File: src/rtl/dll_mr0_pkg.sv
package dll_mr0_pkg;

  localparam int MR_W       = 13;
  localparam int DLL_BIT    = 8;
  localparam int WR_LSB     = 9;
  localparam int WR_CODE_W  = 3;
  localparam int WR_CYC_W   = 5;

  typedef logic [WR_CODE_W-1:0] wr_code_t;
  typedef logic [WR_CYC_W-1:0]  wr_cyc_t;

  localparam wr_code_t WR_CODE_BAD = 3'b111;

  function automatic wr_cyc_t wr_decode(input wr_code_t code);
    wr_cyc_t cyc;
    case (code)
      3'b000:  cyc = 5'd16;
      3'b001:  cyc = 5'd5;
      3'b010:  cyc = 5'd6;
      3'b011:  cyc = 5'd7;
      3'b100:  cyc = 5'd8;
      3'b101:  cyc = 5'd10;
      3'b110:  cyc = 5'd12;
      default: cyc = 5'd0;
    endcase
    return cyc;
  endfunction

endpackage

File: src/rtl/mr0_shadow.sv
module mr0_shadow
  import dll_mr0_pkg::*;
(
  input  logic            clk,
  input  logic            rst_n,
  input  logic            wr_en,
  input  logic [MR_W-1:0] wr_data,
  output logic [MR_W-1:0] rdata,
  output logic            dll_start,
  output logic            code_bad,
  output wr_cyc_t         wr_cycles
);

  logic [MR_W-1:0] mr_q, mr_d;
  wr_code_t        new_code;

  assign new_code = wr_data[WR_LSB +: WR_CODE_W];

  always_comb begin
    mr_d = mr_q;
    if (wr_en) begin
      mr_d          = wr_data;
      mr_d[DLL_BIT] = 1'b0;
    end
  end

  always_ff @(posedge clk or negedge rst_n) begin
    if (!rst_n) mr_q <= '0;
    else        mr_q <= mr_d;
  end

  assign rdata     = mr_q;
  assign dll_start = wr_en & wr_data[DLL_BIT];
  assign code_bad  = wr_en & (new_code == WR_CODE_BAD);
  assign wr_cycles = wr_decode(mr_q[WR_LSB +: WR_CODE_W]);


  capture_chk: assert property (@(posedge clk) disable iff (!rst_n)
    wr_en |=> (rdata[DLL_BIT] == 1'b0) &&
              (rdata[WR_LSB +: WR_CODE_W] == $past(new_code)));

endmodule

File: src/rtl/dll_lock_timer.sv
module dll_lock_timer #(
  parameter int LOCK_CYCLES = 512
) (
  input  logic clk,
  input  logic rst_n,
  input  logic start,
  output logic busy
);

  localparam int CNT_W = (LOCK_CYCLES > 2) ? $clog2(LOCK_CYCLES) : 1;
  localparam logic [CNT_W-1:0] LOAD = CNT_W'(LOCK_CYCLES - 1);

  logic             busy_q, busy_d;
  logic [CNT_W-1:0] cnt_q, cnt_d;
  logic             cnt_en;

  assign cnt_en = start | busy_q;

  always_comb begin
    busy_d = busy_q;
    cnt_d  = cnt_q;
    if (start) begin
      busy_d = 1'b1;
      cnt_d  = LOAD;
    end else if (busy_q) begin
      if (cnt_q == '0) busy_d = 1'b0;
      else             cnt_d  = cnt_q - 1'b1;
    end
  end

  always_ff @(posedge clk or negedge rst_n) begin
    if (!rst_n) begin
      busy_q <= 1'b0;
      cnt_q  <= '0;
    end else if (cnt_en) begin
      busy_q <= busy_d;
      cnt_q  <= cnt_d;
    end
  end

  assign busy = busy_q;


  window_load_chk: assert property (@(posedge clk) disable iff (!rst_n)
    start |=> busy && (cnt_q == LOAD));


  window_hold_chk: assert property (@(posedge clk) disable iff (!rst_n)
    (busy && cnt_q != '0) |=> busy);

endmodule

File: src/rtl/dll_fault_monitor.sv
module dll_fault_monitor (
  input  logic clk,
  input  logic rst_n,
  input  logic window,
  input  logic cke,
  input  logic code_bad,
  output logic err
);

  logic err_q, err_d;

  always_comb begin
    err_d = err_q | (window & ~cke) | code_bad;
  end

  always_ff @(posedge clk or negedge rst_n) begin
    if (!rst_n) err_q <= 1'b0;
    else        err_q <= err_d;
  end

  assign err = err_q;


  cke_drop_chk: assert property (@(posedge clk) disable iff (!rst_n)
    (window && !cke) |=> err);


  bad_code_chk: assert property (@(posedge clk) disable iff (!rst_n)
    code_bad |=> err);


  err_sticky_chk: assert property (@(posedge clk) disable iff (!rst_n)
    err |=> err);

endmodule

File: src/rtl/dll_mr0_tracker.sv
module dll_mr0_tracker
  import dll_mr0_pkg::*;
#(
  parameter int LOCK_CYCLES = 512
) (
  input  logic            clk,
  input  logic            rst_n,
  input  logic            mr_wr_en,
  input  logic [MR_W-1:0] mr_wr_data,
  input  logic            cke,
  input  logic            rd_req,
  output logic            rd_grant,
  output logic [4:0]      wr_rec_cycles,
  output logic [MR_W-1:0] mr_rdata,
  output logic            err_flag
);

  logic [1:0] rst_sync_q;
  logic       rst_int_n;
  logic       dll_start, code_bad, busy;
  wr_cyc_t    wr_cycles;

  always_ff @(posedge clk or negedge rst_n) begin
    if (!rst_n) rst_sync_q <= 2'b00;
    else        rst_sync_q <= {rst_sync_q[0], 1'b1};
  end
  assign rst_int_n = rst_sync_q[1];

  mr0_shadow u_shadow (
    .clk       (clk),
    .rst_n     (rst_int_n),
    .wr_en     (mr_wr_en),
    .wr_data   (mr_wr_data),
    .rdata     (mr_rdata),
    .dll_start (dll_start),
    .code_bad  (code_bad),
    .wr_cycles (wr_cycles)
  );

  dll_lock_timer #(.LOCK_CYCLES(LOCK_CYCLES)) u_timer (
    .clk   (clk),
    .rst_n (rst_int_n),
    .start (dll_start),
    .busy  (busy)
  );

  dll_fault_monitor u_fault (
    .clk      (clk),
    .rst_n    (rst_int_n),
    .window   (busy),
    .cke      (cke),
    .code_bad (code_bad),
    .err      (err_flag)
  );

  assign rd_grant      = rd_req & ~busy;
  assign wr_rec_cycles = wr_cycles;


  no_read_in_window_chk: assert property (@(posedge clk) disable iff (!rst_int_n)
    $past(dll_start) |-> !rd_grant);

endmodule

File: config.mk
export PLATFORM = sky130hd
export DESIGN_NAME = dll_mr0_tracker
export DESIGN_NICKNAME = d
export VERILOG_FILES = /design/src/rtl/dll_mr0_pkg.sv /design/src/rtl/mr0_shadow.sv /design/src/rtl/dll_lock_timer.sv /design/src/rtl/dll_fault_monitor.sv /design/src/rtl/dll_mr0_tracker.sv
export SDC_FILE = /design/constraint.sdc
export NUM_CORES = 1
export LEC_CHECK = 0
export BUFFER_PORTS_ARGS = -buffer_cell sky130_fd_sc_hd__buf_2
export CORE_AREA = 2 2 50 52
export DETAILED_ROUTE_END_ITERATION = 10
export DIE_AREA = 0 0 52 54
export PLACE_DENSITY = 0.82
export SYNTH_ARGS = -nofsm -noshare
export SYNTH_HDL_FRONTEND = slang
export SYNTH_SLANG_ARGS = --single-unit
File: constraint.sdc
create_clock -name clk -period 1.93 [get_ports clk]
set_input_delay 0.193 -clock clk [delete_from_list [all_inputs] [get_ports clk]]
set_output_delay 0.193 -clock clk [all_outputs]
set_load 0.02 [all_outputs]
Word level (Yosys, flattened, before mapping)
Index checks and enable logic that the tools add are counted.
{"block": "classes", "n_addsub": 1, "eq_ne": 8, "n_mux": 7, "n_bitwise": 9, "reduce_logical": 4}
{"operator": "one-hot mux 5 bit (7 select lines)", "n": 1}
{"operator": "two-way mux 9 bit", "n": 3}
{"operator": "equality test 3 bit, second input constant", "n": 4}
{"operator": "zero test 9 bit", "n": 1}
{"operator": "subtractor 9 x 1 -> 9 bit, second input constant", "n": 1}
{"operator": "equality test 3 x 2 -> 1 bit, second input constant", "n": 2}
{"operator": "bitwise AND 1 bit", "n": 4}
{"operator": "equality test 3 x 1 -> 1 bit, second input constant", "n": 1}
{"operator": "zero test 3 bit", "n": 1}
{"operator": "two-way mux 1 bit", "n": 3}
{"operator": "bitwise OR 1 bit", "n": 3}
{"operator": "AND reduction 3 bit", "n": 1}
{"operator": "inequality test 2 x 1 -> 1 bit, second input constant", "n": 1}
{"operator": "NOT 1 bit", "n": 2}
{"operator": "nonzero test 2 bit", "n": 1}
{"block": "totals", "reg_bits": 25, "inputBits": 18, "out_inout_bits": 20, "elab_cells": 34}

Depth between registers and ports, before layout
Gate-level depths: netlist (run 1).
{"block": "depth", "depth_word": 4, "depth_mapped": 5, "mapped_depth_nobuf": 5}

Cells and area by module
From an unflattened synthesis (run 1), not the netlist that was laid out.
{"block": "unflattened", "cells_unflattened": 97, "area_unflattened_um2": 1198.6}
{"module": "mr0_shadow", "n_inst": 1, "cells_each": 38, "area_per_inst_um2": 558.0, "seq_area_each_um2": 300.3}
{"module": "dll_lock_timer", "n_inst": 1, "cells_each": 51, "area_per_inst_um2": 535.5, "seq_area_each_um2": 250.2}
{"module": "dll_mr0_tracker", "n_inst": 1, "cells_each": 4, "area_per_inst_um2": 67.6, "seq_area_each_um2": 50.0}
{"module": "dll_fault_monitor", "n_inst": 1, "cells_each": 4, "area_per_inst_um2": 37.5, "seq_area_each_um2": 25.0}

Least setup slack after synthesis (run 1)
No wires, ideal clock.
{"block": "synth_path", "path_kind": "reg-to-reg", "start": "register u_timer.cnt_q[0]", "end": "register u_timer.busy_q, in the netlist u_timer.busy", "setup_time_ns": 0.124, "arrival_time_ns": 1.707, "t_required_ns": 1.806, "slack_ns": 0.099, "stages_incl_launch_ff": 6, "path_buffers": 0, "synth_period_minus_slack_ns": 1.831, "cell_sequence": "dfrtp_1 inv_1 ha_1 or4b_1 o31a_2 or2_1"}
{"block": "synth_via", "elab_chain_cells": 4}
{"item": "start, declared", "line_no": "dll_lock_timer.sv:14", "rtl": "logic [CNT_W-1:0] cnt_q, cnt_d;"}
{"item": "start signal, assigned", "line_no": "dll_lock_timer.sv:37", "rtl": "cnt_q <= cnt_d;"}
{"item": "zero test 9 bit", "line_no": "dll_lock_timer.sv:26", "rtl": "if (cnt_q == '0) busy_d = 1'b0;"}
{"item": "two-way mux 1 bit", "line_no": "dll_lock_timer.sv:26"}
{"item": "two-way mux 1 bit", "line_no": "dll_lock_timer.sv:25", "rtl": "end else if (busy_q) begin"}
{"item": "two-way mux 1 bit", "line_no": "dll_lock_timer.sv:22", "rtl": "if (start) begin"}
{"item": "end signal, assigned", "line_no": "dll_lock_timer.sv:36", "rtl": "busy_q <= busy_d;"}
{"item": "end, declared", "line_no": "dll_lock_timer.sv:13", "rtl": "logic busy_q, busy_d;"}
No other way between the ends.
A chain may end at the register's enable or synchronous reset.

Worst setup path in the final report (run 1)
Ends and elaborated chain as after synthesis.

==> qor.csv, run 1 <==
metric,value,unit
CTS root buffer,clkbuf_4,
Cells after Synth,101,
met2 Use GR,35.0,%
proportion of power drawn by the clock network,19.9,%
Num Clock Sinks,25,
Final ANT Viol Nets,0,
Vias,917,
Design Power,1.13,mW
WS Path Type,reg2reg,
clk_lat worst skew,0.31,ns
post-route insts no fill,171,
"Cell Area, Synth",1140,µm²
CP Data Required Time,2.14,ns
busiest grt layer,met2,
Lkg Pwr,0.630,nW
Gate power share,23.1,%
DR iter-0 viols,10,
layout cells sized above 1,41.8,%
wire per inst,13.5,µm
fin crit share,96.9,%
Initial Utilization,49.1,%
fmax,535,MHz
placed cells,165,
crit-path max FO,4,
Core Rows,18,
Power Internal,0.775,mW
# nets final,161,
synthesis-stage register bit count,25,
Finished Cell Area,1400,µm²
H-tree levels,1,
clk_skew,0.00804,ns
antenna violations before repair,0,
DR pass1 iterations,4,
die extent in x,52,µm
r2r startpoint,u_timer.cnt_q[0],
remaining global-route overflow,0,
final core occ,60.4,%
vias per inst,5.36,
vias in the first global route,891,
Die Y,54,µm
switching power,0.358,mW
register area share after synthesis,54.9,%
Sequential Power Share,57.0,%
# DRC,0,
worst min path class,in2reg,
WL final,2.31,mm
beginning of the worst hold path,mr_wr_data[1],
largest net degree at the start of global routing,17,
Post-synth EDFFs,0,
fin crit period,1.87,ns
Mean Syn Cell Area,11.3,µm²
GR Util met1,21.0,%
Setup crit start,u_timer.cnt_q[0],
Synth Warn #,0,
number of max-cap violations,0,
CTS tree,yes,
count of different cell masters after synthesis,35,
final setup fails,0,
Final Hold Violating Endpoints,0,
status,"finished, final reports clean",
Antenna Cells,0,
"CTS clk-pin slew, worst paths",0.14,ns
Main synth FF type,dfrtp_1,
grt met3 use,4.72,%
Core Region,2320,µm²
area grow syn2layout,23.0,%
global-route wire length before repair,3.84,mm
switching share of power,31.6,%
Worst setup SP type,flop,
PwrDens,809,nW/µm²
"Async S/R FF share, synth",100,%
fin. max-slew vios,0,
Max VDD drop,0.581,mV
Placed Area,1360,µm²
Max Root-Sink Buffers,2,
port bufs,36,
critical path arrival,2.08,ns
syn_nets,120,
total track usage,18.8,%
Crit. End Element,flop,
DP HPWL,1.78,mm
IO Count,38,
Worst R2R Setup Slack,0.06,ns
routability cong.,0.927,
Post-CTS Resized,0,
die area,2810,µm²
cts bufs inserted,3,
==> routing by layer <==
| layer | share of wire, % | wire length, µm | vias to the layer above |
|---|---|---|---|
| met3 | 5.0 | 115 | 4 |
| met5 | 0 | 0 | - |
| li1 | - | - | 439 |
| met1 | 40 | 928 | 444 |
| met4 | 1.1 | 25 | 0 |
| met2 | 54 | 1240 | 30 |
==> state kept, by name, indices dropped and copies added, names as in the netlist <==
name	cells
u_timer.cnt_q	9
rst_sync_q	2
u_fault.err	1
u_timer.busy	1
u_shadow.rdata	12
==> what timing repair did <==
action	CTS	global route
endpoints found under the setup margin	0	1
hold endpoints to repair	2	0
hold buffers	1	0
setup buffers	0	1
==> per-stage QoR <==
step / setup WS (ns) / setup TNS (ns) / hold WS [ns]
2_1_floorplan: 0.0988 / 0 / -0.103
3_3_place_gp: 0.135 / 0 / -0.0212
3_5_place_dp: 0.0788 / 0 / -0.0200
4_1_cts: 0.0755 / 0 / 0.0987
5_1_grt: -0.00853 / -0.00853 / 0.0952
6_report: 0.0592 / 0 / 0.108
==> cells by family after synthesis <==
kind of cell / synth area share [%]
AO/OA/AOI/OAI: 12.0
adder cells (fa/ha/maj): 1.10
buffers and inverters: 3.74
flip-flops: 54.9
multiplexers: 12.6
other: 0.660
AND/OR/NAND/NOR: 14.9
==> layout make-up <==
cell class	instances	area (µm²)
inverter	5	18.8
clock buffer	3	22.5
multi-input combinational	66	470
fill	179	920
timing repair buffer	41	220
sequential	25	626
clock inverter	1	5.00
tap	30	37.5
==> critical path, cell delays in order (launching register included) <==
cell     delay (ns)
dfrtp_1        0.44
inv_1          0.10
ha_1           0.20
or4b_1         0.46
o31a_2         0.38
or2_1          0.21
==> cell usage in the layout (no fill, tap or decap), types with 2 or more instances in the layout <==
cell type / Yosys / layout
o211ai_1: 4 / 4
and2_1: 2 / 2
mux2i_1: 2 / 2
nand2_1: 5 / 5
a21oi_1: 2 / 2
nand3_1: 2 / 2
nor3_1: 4 / 4
nor2b_1: 2 / 2
mux2_2: 11 / 11
buf_2: 0 / 36
clkbuf_4: 0 / 3
o21ai_0: 3 / 3
inv_1: 5 / 5
nor2_1: 6 / 6
o31ai_1: 4 / 4
buf_4: 1 / 4
dfrtp_1: 25 / 25
conb_1: 2 / 2
==> cells in the mapped netlist, drive strengths merged, types with 2 or more instances <==
library cell / number / share of area (%)
o21ai: 3 / 1.3
dfrtp: 25 / 55
inv: 5 / 1.6
and2: 2 / 1.1
mux2i: 2 / 1.8
clkbuf: 4 / 1.4
o211ai: 4 / 2.6
nand3: 2 / 0.88
o31ai: 4 / 2.6
or2: 2 / 1.1
nor2: 6 / 2.0
conb: 2 / 0.66
nor2b: 2 / 1.1
or3: 2 / 1.2
mux2: 11 / 11
a21oi: 2 / 0.88
nor3: 4 / 1.8
nand2: 5 / 1.6
==> power by group through the flow <==
stage / combinational (mW) / clock, mW / sequential, mW
final: 0.262 / 0.225 / 0.646
after global routing: 0.297 / 0.248 / 0.656
after CTS: 0.259 / 0.230 / 0.645
after detailed placement: 0.257 / 0 / 0.655
after global placement: 0.248 / 0 / 0.646
after floorplan: 0.140 / 0 / 0.678
==> path summary, 6_finish.rpt <==
| path | to | cells past startpoint |
|---|---|---|
| min in group asynchronous | u_shadow.rdata[1] | 0 |
| worst min register to register | u_shadow.rdata[1] | 0 |
| worst max register to register | u_timer.busy | 5 |
| max in group asynchronous | u_timer.cnt_q[8] | 1 |
| worst min-delay path | u_shadow.rdata[1] | 2 |
| worst max-delay path | u_timer.busy | 5 |
No activity file was read; power rests on OpenSTA's default activity.
==> inputs of run 2 (changes only) <==
Settings changed: CORE_AREA 2 2 50 52 to 2 2 51 53, DIE_AREA 0 0 52 54 to 0 0 53 55, PLACE_DENSITY 0.82 to 0.79.
==> run 2 against run 1 <==
Effect of this change: global-route usage down 1.7 points; wire length is 2.0% lower; sequential share of layout area up 0.40 points; die area increased by 3.8%; largest power group unchanged; final cell count is 1.2% lower.
==> qor.csv, run 2 (synthesis gave the netlist of run 1 again) <==
metric,value,unit,change
Setup crit start,u_timer.cnt_q[0],,
Worst setup SP type,flop,,
H-tree levels,1,,unchanged
"CTS clk-pin slew, worst paths",0.14,ns,about the same
# nets final,159,,-1.2%
Setup WS pre-CTS,0.0993,ns,+0.0206 ns
Reg-to-Reg End,u_timer.busy,,
hold slack,0.0844,ns,-0.0235 ns
beginning of the worst hold path,mr_wr_data[3],,
routability cong.,0.897,,-3.2%
port bufs,36,,unchanged
max reg flops,12,,unchanged
WS Path Type,reg2reg,,
PwrDens,821,nW/µm²,+1.5%
Worst R2R Path Depth,5,,unchanged
die extent in x,53,µm,+1.9%
CTS tree,yes,,
setup bufs post-CTS,0,,unchanged
die area,2920,µm²,+3.8%
wire per inst,13.4,µm,-0.83%
r2r startpoint,u_timer.cnt_q[0],,
Multi-input gate area,473,µm²,+0.53%
fin. max-slew vios,0,,unchanged
cts bufs inserted,3,,unchanged
vias in the first global route,938,,+5.3%
"most common cell after layout, fill and taps aside",buf_2,,
CTS root buffer,clkbuf_4,,
"commonest non-fill, non-tap cells in the layout","buf_2 (36), dfrtp_1 (25), mux2_2 (11), nor2_1 (6)",,
Vias,919,,+0.22%
area grow syn2layout,21.9,%,
Antenna Cells,0,,unchanged
fin crit share,94.8,%,-2.2 points
Die Y,55,µm,+1.9%
DR pass1 iterations,4,,unchanged
layout cells sized above 1,41.7,%,-0.12 points
Max Root-Sink Buffers,2,,unchanged
vias per inst,5.44,,+1.4%
Final Hold Violating Endpoints,0,,unchanged
Design Power,1.14,mW,+0.59%
critical path arrival,2.05,ns,-0.03 ns
CP Data Required Time,2.15,ns,about the same
Worst R2R Setup Slack,0.10,ns,+0.04 ns
Lkg Pwr,0.619,nW,-1.7%
Num Clock Sinks,25,,unchanged
number of max-cap violations,0,,unchanged
Core Rows,18,,unchanged
final setup fails,0,,unchanged
Max VDD drop,0.710,mV,+22%
FF/Latch Area,626,µm²,unchanged
antenna violations before repair,0,,unchanged
crit-path max FO,4,,unchanged
post-route setup TNS,0,ns,unchanged
WL final,2.27,mm,-2.0%
remaining global-route overflow,0,,unchanged
global-route wire length before repair,3.66,mm,-4.7%
total track usage,17.1,%,-1.7 points
fmax,547,MHz,+2.3%
PnR worst setup slack,0.101,ns,+0.0421 ns
Core Region,2360,µm²,+1.9%
DR iter-0 viols,6,,-4
clk_lat worst skew,0.33,ns,+0.02 ns
largest net degree at the start of global routing,24,,+7
Initial Utilization,48.1,%,-0.93 points
fin crit period,1.83,ns,-0.0421 ns
# DRC,0,,unchanged
IO Count,38,,unchanged
Hold Path Cell Cnt,2,,unchanged
fillers,194,,+8.4%
clk_skew,0.00753,ns,-0.000510 ns
worst min path class,in2reg,,
crit path capture,u_timer.busy,,
status,"finished, final reports clean",,
Crit. End Element,flop,,
DP HPWL,1.68,mm,-5.3%
Final ANT Viol Nets,0,,unchanged
RSZ-0062 raised after global routing,false,,
[run 2: worst max-delay path: stages, from the launching register on]
cell and delay, ns:
dfrtp_1 0.43, inv_1 0.09, ha_2 0.20, or4b_1 0.46
o31a_2 0.34, or2_1 0.21
[run 2: layer usage]
| metal | vias to the layer above | routed length [µm] | share of wire (%) | track usage [%] |
|---|---|---|---|---|
| met5 | - | 0 | 0 | 0 |
| met4 | 0 | 34 | 1.5 | 8.12 |
| met3 | 5 | 118 | 5.2 | 2.96 |
| met2 | 36 | 1170 | 52 | 31.5 |
| met1 | 443 | 945 | 42 | 19.4 |
| li1 | 435 | - | - | - |
[run 2: cell type report]
cell class | count | area share, %
flip-flops and latches | 25 | 45.1
clock buffers | 3 | 1.62
inverters | 5 | 1.35
clock inverters | 1 | 0.361
multi-input cells | 66 | 34.1
repair buffers | 39 | 14.8
well taps | 30 | 2.71
[run 2: how the worst min path moves through the flow]
stage                     slack [ns]            endpoint
after floorplan                -0.10       rst_sync_q[0]
after global placement         -0.02       rst_sync_q[0]
after detailed placement       -0.02       rst_sync_q[1]
after CTS                       0.08  u_shadow.rdata[10]
after global routing            0.08   u_shadow.rdata[5]
final                           0.08   u_shadow.rdata[3]
[run 2: timing repair]
item                       4_1_cts  5_1_grt
setup endpoints to repair        0        1
gates resized for setup          0        1
hold buffers                     1        0
hold endpoints to repair         2        0
[run 2: metrics by stage]
step	util [%]	instances	cell area, µm²
after floorplan	-	101	1140
after global placement	57.0	164	1350
after detailed placement	57.0	164	1350
after CTS	58.6	169	1390
after global routing	58.7	169	1390
final	58.7	169	1390
[run 2: where the power goes]
part / switching (mW) / internal (mW) / total, mW / leakage, nW
combinational: 0.147 / 0.113 / 0.261 / 0.334
sequential: 0.0597 / 0.583 / 0.643 / 0.267
clock: 0.158 / 0.0778 / 0.236 / 0.0177
total: 0.365 / 0.774 / 1.14 / 0.619
==> inputs of run 3 (changes only) <==
Settings changed: RECOVER_POWER set to 100.
==> run 3 against run 2 <==
Effect of this change: global-route usage unchanged; utilization fell by 1.4 points; flip-flop and latch count is the same; wire length barely moved; critical endpoint unchanged; via count increased by 0.44%; final area is 2.3% lower; hold slack worse by 0.00070 ns; clock power about the same; sequential share of layout area grew 1.1 points; die area stayed put.
==> qor.csv, run 3 (synthesis gave the netlist of run 1 again) <==
metric,value,unit,change
status,"finished, final reports clean",,
relative slew slack,20.5,%,
fin crit share,94.6,%,-0.20 points
Initial Utilization,48.1,%,unchanged
area grow syn2layout,19.0,%,
Core Region,2360,µm²,unchanged
Max VDD drop,0.719,mV,+1.3%
PwrDens,834,nW/µm²,+1.5%
switching power,0.367,mW,+0.59%
Final ANT Viol Nets,0,,unchanged
die extent in x,53,µm,unchanged
number of max-cap violations,0,,unchanged
DR iter-0 viols,5,,-1
Sequential Power Share,57.0,%,+0.6 points
Core Rows,18,,unchanged
DR pass1 iterations,4,,unchanged
proportion of power drawn by the clock network,21.0,%,+0.3 points
die area,2920,µm²,unchanged
critical path arrival,2.05,ns,about the same
worst min path class,in2reg,,
"most common cell after layout, fill and taps aside",dfrtp_1,,
CP Data Required Time,2.16,ns,about the same
remaining global-route overflow,0,,unchanged
Crit. End Element,flop,,
DP HPWL,1.68,mm,unchanged
total track usage,17.1,%,unchanged
"Slowest-stage cell, CP",or4b_1,,
global-route wire length before repair,3.66,mm,unchanged
Worst-Margin Slew,1.19,ns,
Finished Cell Area,1360,µm²,-2.3%
# nets final,159,,unchanged
routability cong.,0.897,,unchanged
largest net degree at the start of global routing,24,,unchanged
vias per inst,5.46,,+0.44%
Lkg Pwr,0.554,nW,-11%
layout cells sized above 1,25.9,%,-16 points
WS Path Type,reg2reg,,
fin. max-slew vios,0,,unchanged
Num Clock Sinks,25,,unchanged
Antenna Cells,0,,unchanged
RSZ-0062 raised after global routing,false,,
antenna violations before repair,0,,unchanged
Setup WS pre-CTS,0.0993,ns,unchanged
vias in the first global route,938,,unchanged
Worst setup SP type,flop,,
Final Hold Violating Endpoints,0,,unchanged
Power Internal,0.763,mW,-1.5%
setup bufs post-CTS,0,,unchanged
Worst R2R Path Depth,5,,unchanged
CTS tree,yes,,
Die Y,55,µm,unchanged
Placed Area,1350,µm²,unchanged
PnR worst setup slack,0.105,ns,+0.00378 ns
Gate power share,22.1,%,-0.8 points
# DRC,0,,unchanged
Vias,923,,+0.44%
IO Count,38,,unchanged
wire per inst,13.4,µm,about the same
port bufs,36,,unchanged
switching share of power,32.5,%,+0.46 points
WL final,2.27,mm,about the same
crit-path max FO,4,,unchanged
crit-path cells,inv_1 -> ha_2 -> or4b_1 -> o31a_2 -> or2_1,,
cts bufs inserted,3,,unchanged
fmax,548,MHz,+0.21%
max reg flops,12,,unchanged
Hold Path Cell Cnt,3,,+1
"commonest non-fill, non-tap cells in the layout","dfrtp_1 (25), clkbuf_1 (22), buf_2 (16), mux2_2 (11), nor2_1 (6)",,
clk_lat worst skew,0.33,ns,about the same
fin crit period,1.82,ns,-0.00378 ns
Max Root-Sink Buffers,2,,unchanged
post-route setup TNS,0,ns,unchanged
final setup fails,0,,unchanged
H-tree levels,1,,unchanged
"slowest stage delay, CP",0.46,ns,about the same
CTS root buffer,clkbuf_4,,
"CTS clk-pin slew, worst paths",0.14,ns,about the same
clk_skew,0.00530,ns,-0.00223 ns
-- run 3: metrics by stage --
stage	utilization [%]	std cells	hold slack (ns)	power, mW
CTS	58.6	169	0.0802	1.14
detailed placement	57.0	164	-0.0200	0.911
global placement	57.0	164	-0.0214	0.893
global route	57.3	169	0.0765	1.20
floorplan	-	101	-0.103	0.817
finish	57.3	169	0.0837	1.13
-- run 3: critical path: cells and delay by family, from the launching register on --
| family | cells | cell delay, ns |
|---|---|---|
| AO/OA/AOI/OAI | 1 | 0.34 |
| adder cells (fa/ha/maj) | 1 | 0.20 |
| buffers and inverters | 1 | 0.09 |
| flip-flops | 1 | 0.43 |
| AND/OR/NAND/NOR | 2 | 0.67 |
-- run 3: path summary, 6_finish.rpt --
| kind | start | endpoint | slack [ns] |
|---|---|---|---|
| setup reg to reg | u_timer.cnt_q[0] | u_timer.busy | 0.11 |
| hold reg to reg | rst_sync_q[0] | rst_sync_q[1] | 0.38 |
| setup / recovery | u_timer.cnt_q[0] | u_timer.busy | 0.11 |
| min in group asynchronous | rst_n | rst_sync_q[1] | 0.18 |
| hold / removal | mr_wr_data[10] | u_shadow.rdata[10] | 0.08 |
| max in group asynchronous | rst_sync_q[1] | u_shadow.rdata[10] | 0.66 |
-- run 3: metal layers --
layer,GRT usage (%),wire length (µm)
met4,8.12,34
met2,31.5,1190
met1,19.4,940
met5,0,0
met3,2.96,104
-- run 3: cell type report --
cell class / instances / area, µm²
Sequential cell: 25 / 626
Multi-Input combinational cell: 66 / 473
Tap cell: 30 / 37.5
Timing Repair Buffer: 39 / 173
Inverter: 5 / 18.8
Clock buffer: 3 / 22.5
Fill cell: 207 / 1010
Clock inverter: 1 / 5.00
-- run 3: timing repair --
item	in CTS	in global routing
resized for setup	0	1
hold buffers	1	0
endpoints found under the hold margin	2	0
endpoints found under the setup margin	0	1
-- run 3: power by group through the flow --
stage / sequential [mW] / clock [mW] / combinational, mW
finish: 0.644 / 0.237 / 0.249
floorplan: 0.678 / 0 / 0.140
global route: 0.653 / 0.262 / 0.282
global placement: 0.643 / 0 / 0.250
CTS: 0.641 / 0.242 / 0.262
detailed placement: 0.651 / 0 / 0.259
